`src/rtl/tsc_pkg.sv`:
```
package tsc_pkg;

    localparam int TS_W = 56;

    typedef logic [TS_W-1:0] ts_t;

    typedef enum logic [1:0] {
        CFG_HOLDOFF = 2'd0,
        CFG_SKEW    = 2'd1,
        CFG_REF     = 2'd2
    } cfg_sel_e;

    typedef struct packed {
        logic valid;
        ts_t  stamp;
    } stamp_t;

    function automatic ts_t ts_elapsed(ts_t later, ts_t earlier);
        return later - earlier;
    endfunction

    function automatic int max3(int a, int b, int c);
        int m;
        m = (a > b) ? a : b;
        return (m > c) ? m : c;
    endfunction

endpackage

```
`src/rtl/tsc_cfg_bank.sv`:
```
module tsc_cfg_bank
    import tsc_pkg::*;
#(
    parameter int NCH   = 8,
    parameter int CH_W  = 3,
    parameter int DT_W  = 16,
    parameter int OFS_W = 16,
    parameter int CFG_W = 16
) (
    input  logic                        clk,
    input  logic                        rst,
    input  logic                        acq_active,
    input  logic                        cfg_we,
    input  logic [1:0]                  cfg_sel,
    input  logic [CH_W-1:0]             cfg_chan,
    input  logic [CFG_W-1:0]            cfg_data,
    output logic [NCH-1:0][DT_W-1:0]    holdoff_tab,
    output logic [NCH-1:0][OFS_W-1:0]   skew_tab,
    output logic                        ref_en,
    output logic [CH_W-1:0]             ref_chan
);

    logic wr_ok;
    assign wr_ok = cfg_we && !acq_active;

    for (genvar i = 0; i < NCH; i++) begin : g_chan_cfg
        logic hit_me;
        assign hit_me = wr_ok && (int'(cfg_chan) == i);

        always_ff @(posedge clk) begin
            if (rst) begin
                holdoff_tab[i] <= '0;
                skew_tab[i]    <= '0;
            end else if (hit_me) begin
                if (cfg_sel == CFG_HOLDOFF) holdoff_tab[i] <= cfg_data[DT_W-1:0];
                if (cfg_sel == CFG_SKEW)    skew_tab[i]    <= cfg_data[OFS_W-1:0];
            end
        end
    end

    always_ff @(posedge clk) begin
        if (rst) begin
            ref_en   <= 1'b0;
            ref_chan <= '0;
        end else if (wr_ok && cfg_sel == CFG_REF) begin
            ref_en   <= cfg_data[CH_W];
            ref_chan <= cfg_data[CH_W-1:0];
        end
    end

endmodule

```
`src/rtl/tsc_skew_stage.sv`:
```
module tsc_skew_stage
    import tsc_pkg::*;
#(
    parameter int NCH   = 8,
    parameter int CH_W  = 3,
    parameter int OFS_W = 16
) (
    input  logic                        clk,
    input  logic                        rst,
    input  logic                        hit_valid,
    input  logic [CH_W-1:0]             hit_chan,
    input  ts_t                         hit_time,
    input  logic [NCH-1:0][OFS_W-1:0]   skew_tab,
    output stamp_t                      s_hit,
    output logic [CH_W-1:0]             s_chan
);

    localparam int EXT_W = TS_W - OFS_W;

    logic [OFS_W-1:0] skew_sel;
    ts_t              skew_ext;

    always_comb begin
        skew_sel = '0;
        for (int i = 0; i < NCH; i++) begin
            if (int'(hit_chan) == i) skew_sel = skew_tab[i];
        end
        skew_ext = {{EXT_W{skew_sel[OFS_W-1]}}, skew_sel};
    end

    always_ff @(posedge clk) begin
        if (rst) begin
            s_hit  <= '0;
            s_chan <= '0;
        end else begin
            s_hit.valid <= hit_valid;
            s_hit.stamp <= hit_time + skew_ext;
            s_chan      <= hit_chan;
        end
    end

endmodule

```
`src/rtl/tsc_gate_stage.sv`:
```
module tsc_gate_stage
    import tsc_pkg::*;
#(
    parameter int NCH  = 8,
    parameter int CH_W = 3,
    parameter int DT_W = 16
) (
    input  logic                        clk,
    input  logic                        rst,
    input  logic                        run_start,
    input  logic [NCH-1:0][DT_W-1:0]    holdoff_tab,
    input  logic                        ref_en,
    input  logic [CH_W-1:0]             ref_chan,
    input  stamp_t                      s_hit,
    input  logic [CH_W-1:0]             s_chan,
    output logic                        out_valid,
    output logic [CH_W-1:0]             out_chan,
    output ts_t                         out_time
);

    localparam int PAD_W = TS_W - DT_W;

    ts_t             last_kept [NCH];
    logic [NCH-1:0]  have_last;
    ts_t             ref_time;
    logic            ref_seen;

    ts_t             last_sel;
    logic            have_sel;
    logic [DT_W-1:0] window_sel;
    logic            window_ok;
    logic            is_ref;
    logic            emit;
    ts_t             emit_time;

    always_comb begin
        last_sel   = '0;
        have_sel   = 1'b0;
        window_sel = '0;
        for (int i = 0; i < NCH; i++) begin
            if (int'(s_chan) == i) begin
                last_sel   = last_kept[i];
                have_sel   = have_last[i];
                window_sel = holdoff_tab[i];
            end
        end
        window_ok = !have_sel ||
                    (ts_elapsed(s_hit.stamp, last_sel) >= {{PAD_W{1'b0}}, window_sel});
    end

    always_comb begin
        is_ref    = ref_en && (s_chan == ref_chan);
        emit      = 1'b0;
        emit_time = s_hit.stamp;
        if (s_hit.valid && window_ok) begin
            if (!ref_en) begin
                emit = 1'b1;
            end else if (is_ref) begin
                emit      = 1'b1;
                emit_time = '0;
            end else if (ref_seen) begin
                emit      = 1'b1;
                emit_time = ts_elapsed(s_hit.stamp, ref_time);
            end
        end
    end

    for (genvar i = 0; i < NCH; i++) begin : g_history
        logic take;
        assign take = s_hit.valid && window_ok && (int'(s_chan) == i);

        always_ff @(posedge clk) begin
            if (rst || run_start) begin
                have_last[i] <= 1'b0;
                last_kept[i] <= '0;
            end else if (take) begin
                have_last[i] <= 1'b1;
                last_kept[i] <= s_hit.stamp;
            end
        end
    end

    always_ff @(posedge clk) begin
        if (rst || run_start) begin
            ref_seen <= 1'b0;
            ref_time <= '0;
        end else if (s_hit.valid && window_ok && is_ref) begin
            ref_seen <= 1'b1;
            ref_time <= s_hit.stamp;
        end
    end

    always_ff @(posedge clk) begin
        if (rst) begin
            out_valid <= 1'b0;
            out_chan  <= '0;
            out_time  <= '0;
        end else begin
            out_valid <= emit;
            out_chan  <= s_chan;
            out_time  <= emit_time;
        end
    end

endmodule

```
`src/rtl/tsc_conditioner.sv`:
```
module tsc_conditioner
    import tsc_pkg::*;
#(
    parameter int NCH   = 8,
    parameter int CH_W  = 3,
    parameter int DT_W  = 16,
    parameter int OFS_W = 16,
    localparam int CFG_W = max3(DT_W, OFS_W, CH_W + 1)
) (
    input  logic              clk,
    input  logic              rst,
    input  logic              acq_active,
    input  logic              in_valid,
    input  logic [CH_W-1:0]   in_chan,
    input  logic [TS_W-1:0]   in_time,
    input  logic              cfg_we,
    input  logic [1:0]        cfg_sel,
    input  logic [CH_W-1:0]   cfg_chan,
    input  logic [CFG_W-1:0]  cfg_data,
    output logic              out_valid,
    output logic [CH_W-1:0]   out_chan,
    output logic [TS_W-1:0]   out_time
);

    logic                       acq_q;
    logic                       run_start;
    logic                       hit_valid;
    logic [NCH-1:0][DT_W-1:0]   holdoff_tab;
    logic [NCH-1:0][OFS_W-1:0]  skew_tab;
    logic                       ref_en;
    logic [CH_W-1:0]            ref_chan;
    stamp_t                     s_hit;
    logic [CH_W-1:0]            s_chan;

    always_ff @(posedge clk) begin
        if (rst) acq_q <= 1'b0;
        else     acq_q <= acq_active;
    end

    assign run_start = acq_active && !acq_q;
    assign hit_valid = in_valid && acq_active;

    tsc_cfg_bank #(
        .NCH(NCH), .CH_W(CH_W), .DT_W(DT_W), .OFS_W(OFS_W), .CFG_W(CFG_W)
    ) i_cfg (
        .clk         (clk),
        .rst         (rst),
        .acq_active  (acq_active),
        .cfg_we      (cfg_we),
        .cfg_sel     (cfg_sel),
        .cfg_chan    (cfg_chan),
        .cfg_data    (cfg_data),
        .holdoff_tab (holdoff_tab),
        .skew_tab    (skew_tab),
        .ref_en      (ref_en),
        .ref_chan    (ref_chan)
    );

    tsc_skew_stage #(
        .NCH(NCH), .CH_W(CH_W), .OFS_W(OFS_W)
    ) i_skew (
        .clk       (clk),
        .rst       (rst),
        .hit_valid (hit_valid),
        .hit_chan  (in_chan),
        .hit_time  (in_time),
        .skew_tab  (skew_tab),
        .s_hit     (s_hit),
        .s_chan    (s_chan)
    );

    tsc_gate_stage #(
        .NCH(NCH), .CH_W(CH_W), .DT_W(DT_W)
    ) i_gate (
        .clk         (clk),
        .rst         (rst),
        .run_start   (run_start),
        .holdoff_tab (holdoff_tab),
        .ref_en      (ref_en),
        .ref_chan    (ref_chan),
        .s_hit       (s_hit),
        .s_chan      (s_chan),
        .out_valid   (out_valid),
        .out_chan    (out_chan),
        .out_time    (out_time)
    );

endmodule

```
`config.mk`:
```
export PLATFORM = sky130hd
export DESIGN_NAME = tsc_conditioner
export DESIGN_NICKNAME = d
export VERILOG_FILES = /design/src/rtl/tsc_pkg.sv /design/src/rtl/tsc_cfg_bank.sv /design/src/rtl/tsc_skew_stage.sv /design/src/rtl/tsc_gate_stage.sv /design/src/rtl/tsc_conditioner.sv
export SDC_FILE = /design/constraint.sdc
export NUM_CORES = 2
export LEC_CHECK = 0
export BUFFER_PORTS_ARGS = -buffer_cell sky130_fd_sc_hd__buf_2
export CORE_UTILIZATION = 40
export CTS_CLUSTER_SIZE = 24
export DETAILED_ROUTE_END_ITERATION = 10
export HOLD_SLACK_MARGIN = 0.05
export PLACE_DENSITY_LB_ADDON = 0.12
export SLEW_MARGIN = 10
export SYNTH_ARGS = -nofsm -noshare
export SYNTH_HDL_FRONTEND = slang
export SYNTH_SLANG_ARGS = --single-unit
```
`constraint.sdc`:
```
create_clock -name clk -period 28.7 [get_ports clk]
set_input_delay 2.87 -clock clk [delete_from_list [all_inputs] [get_ports clk]]
set_output_delay 2.87 -clock clk [all_outputs]
set_load 0.1 [all_outputs]
```
==> results.py <==
metrics = {
    "logic_synthesis": {
        "yosysSeqAreaShare": 0.471,
        "synth_cells": 5133,
        "synthesis.nets": 5402,
        "synth-seq-cells": 894,
        "synth_area_leaders": "edfxtp_1 (28%), dfxtp_1 (19%), a21oi_1 (7.0%), and2_1 (5.9%), nand2_1 (5.9%)",
        "netlist_top_cells_count": "nand2_1 (745), a21oi_1 (666), and2_1 (448), edfxtp_1 (448), dfxtp_1 (446)",
        "ys_async_sr_fraction": 0,
        "yosysMostFrequentCell": "nand2_1",
        "yosys_warnings": 0,
        "postSynthAreaPerCell_um2": 9.26,
        "synth-main-ff-cell": "edfxtp_1",
        "synth_edf_count": 448,
        "syn-cell-area_mm2": 0.0475,
        "ys_types": 86,
        "synth_top_area_share": 0.283,
        "yosys.area.top_type": "edfxtp_1",
    },
    "clocking": {
        "cts_resized": 0,
        "cts_buffer_depth": 3,
        "h-tree-depth": 3,
        "cts_setup_buffers": 0,
        "cts_tree": "built",
        "numCtsBuffers": 97,
        "root_buffer": "clkbuf_16",
        "cts_sinks": 894,
        "postCtsHoldBufs": 0,
        "path_clk_slew_ps": 60,
        "clock_latency_ps": 690,
    },
    "power_and_ir_drop": {
        "power_frac_seq": 0.438,
        "clockPowerShare": 0.399,
        "p_switching_uw": 917,
        "combinationalPowerShare": 0.163,
        "irDropWorstVdd_mv": 0.0489,
        "internal-power_mw": 2.31,
        "p_leak_nw": 19.8,
        "p_sw_frac": 0.284,
        "powerDensity_mw_per_mm2": 60.9,
    },
    "setup_path": {
        "crit_path_max_incr_delay_ps": 810,
        "crit_fanout": 53,
        "cp_common_cell": "buf_4",
        "cp-end-kind": "register",
        "arrival_ps": 9720,
        "worstSetupStartpointType": "register",
        "slowest_stage": "o41a_2",
        "crit_type": "reg2reg",
        "worstRegToRegCells": 29,
        "cp.required_ps": 29070,
    },
    "placement": {
        "gp_congestion": 0.956,
        "io_buffers": 144,
        "dp_slack_ps": 19430,
        "dp.cells": 6569,
        "dpl.hpwl_mm": 104,
    },
    "sta": {
        "setup_viol": 0,
        "fin_crit_sh": 0.326,
        "drv_slew": 0,
        "hold_violations": 0,
        "finalSetupTns_ps": 0,
        "clock_skew_ps": 29.4,
        "period_minus_slack_ps": 9350,
        "setup_ws_ps": 19350,
        "relSlewSlack": 0.213,
        "fin_hold_ws_ps": 450,
        "rsz0062_at_grt": "no",
        "worst_pin_slew_ps": 1170,
        "fmax_mhz": 107,
    },
    "die": {
        "row_count": 126,
        "initial_utilization": 0.403,
        "die_w_um": 347,
        "die_y_um": 347,
        "core_mm2": 0.118,
        "pin_count": 145,
        "dieArea_mm2": 0.120,
    },
    "min_path": {
        "holdPathStages": 2,
        "holdCritPathClass": "reg2reg",
    },
    "cells_and_area": {
        "fin_util": 0.450,
        "drive_gt1_frac": 0.103,
        "stdcell_count": 6749,
        "syn2layout_area_growth_pct": 11.7,
        "nNetsFinal": 5401,
    },
    "drt": {
        "drtIter0Drc": 3500,
        "avgViaCountPerCell": 5.69,
        "drc": 0,
        "wire_per_inst_um": 22.9,
        "firstDrtPassIters": 6,
        "vias": 38400,
        "routed_wl_mm": 155,
        "postRouteAntennaNets": 0,
    },
    "global_routing": {
        "grt_pass1_wl_mm": 234,
        "track_usage": 0.252,
        "grt_start_max_net_pins": 201,
        "grt_pass1_vias": 36800,
        "antenna_found_initial": 8,
        "grt_overflow": 0,
    },
    "run": {
        "maxCapViolations": 0,
    },
    "run_status": {
        "status": "completed",
    },
}
[power groups by stage]
stage          combinational, mW  sequential, mW  clock [mW]
6_report                   0.527            1.42        1.29
5_1_grt                    0.570            1.42        1.36
4_1_cts                    0.522            1.42        1.31
3_5_place_dp               0.520            1.44           0
3_3_place_gp               0.522            1.44           0
2_1_floorplan              0.322            1.47           0
[final cells by class]
cell class / count / area, um^2
Fill cell: 11400 / 64800
Sequential cell: 894 / 22400
Clock inverter: 44 / 499
Multi-Input combinational cell: 3775 / 23500
Antenna cell: 2 / 5.00
Clock buffer: 134 / 2770
Timing Repair Buffer: 258 / 1610
Tap cell: 1536 / 1920
Inverter: 106 / 398
[cell families after synthesis]
group / after synthesis / share of synthesized area
compound gates: 1440 / 0.182
simple gates: 1874 / 0.193
flops: 894 / 0.471
buf+inv: 464 / 0.0391
xor+xnor: 121 / 0.0223
mux: 156 / 0.0442
fa+ha+maj: 184 / 0.0489
[cells in the final DEF, fill, tap and decap left out, drive strengths merged, types with 17 or more instances in the layout]
cell type and count:
mux2 20, a211oi 28, nand2 745, ha 181, mux2i 95, nor4 31, and2 448, dfxtp 446
o22ai 22, nand4 89, o21a 70, mux4 41, clkbuf 134, o21ai 294, a21oi 666, a22o 38
a21o 86, nor3 46, or2 17, buf 258, nand2b 44, o21bai 21, inv 109, o211ai 56
clkinv 28, xor2 49, and3 29, xnor2 72, a22oi 19, nor2b 40, nor2 236, a211o 18
edfxtp 448, nand3 112
[through the flow]
stage,total power [mW],area (um^2)
2_1_floorplan,1.79,47500
3_3_place_gp,1.96,49800
3_5_place_dp,1.96,49800
4_1_cts,3.25,53100
5_1_grt,3.35,53100
6_report,3.23,53100
[metal layers]
layer  vias up  part of all wire  track usage
li1      18300                 -            -
met1     18700              0.47        0.366
met3       196             0.064       0.0347
met4         0             0.022       0.0673
met2      1160              0.45        0.392
met5         -                 0            0
[worst max-delay path, delay by kind of cell, from the launching register on]
kind / cells / cell delay (ps)
compound gates: 11 / 3160
simple gates: 11 / 2450
buf+inv: 4 / 1840
flops: 1 / 780
fa+ha+maj: 2 / 550
xor+xnor: 1 / 90
[state kept, by name (all words and copies together) (netlist names)]
| signal | flops |
|---|---|
| i_gate.last_kept | 448 |
| i_cfg.holdoff_tab | 128 |
| i_cfg.skew_tab | 128 |
| i_skew.s_hit | 57 |
| i_gate.out_time | 56 |
| i_gate.ref_time | 56 |
| i_gate.have_last | 8 |
| i_cfg.ref_chan | 3 |
| i_gate.out_chan | 3 |
| i_skew.s_chan | 3 |
| acq_q | 1 |
| i_cfg.ref_en | 1 |
| i_gate.out_valid | 1 |
| i_gate.ref_seen | 1 |
[path summary, 6_finish.rpt]
| check | slack (ps) | startpoint | endpoint |
|---|---|---|---|
| setup / recovery | 19350 | i_skew.s_chan[1] | i_gate.last_kept[1][99] |
| hold reg to reg | 450 | i_cfg.skew_tab[70] | i_cfg.skew_tab[70] |
| hold / removal | 450 | i_cfg.skew_tab[70] | i_cfg.skew_tab[70] |
| setup reg to reg | 19350 | i_skew.s_chan[1] | i_gate.last_kept[1][99] |
(Power assumes the default switching activity.)
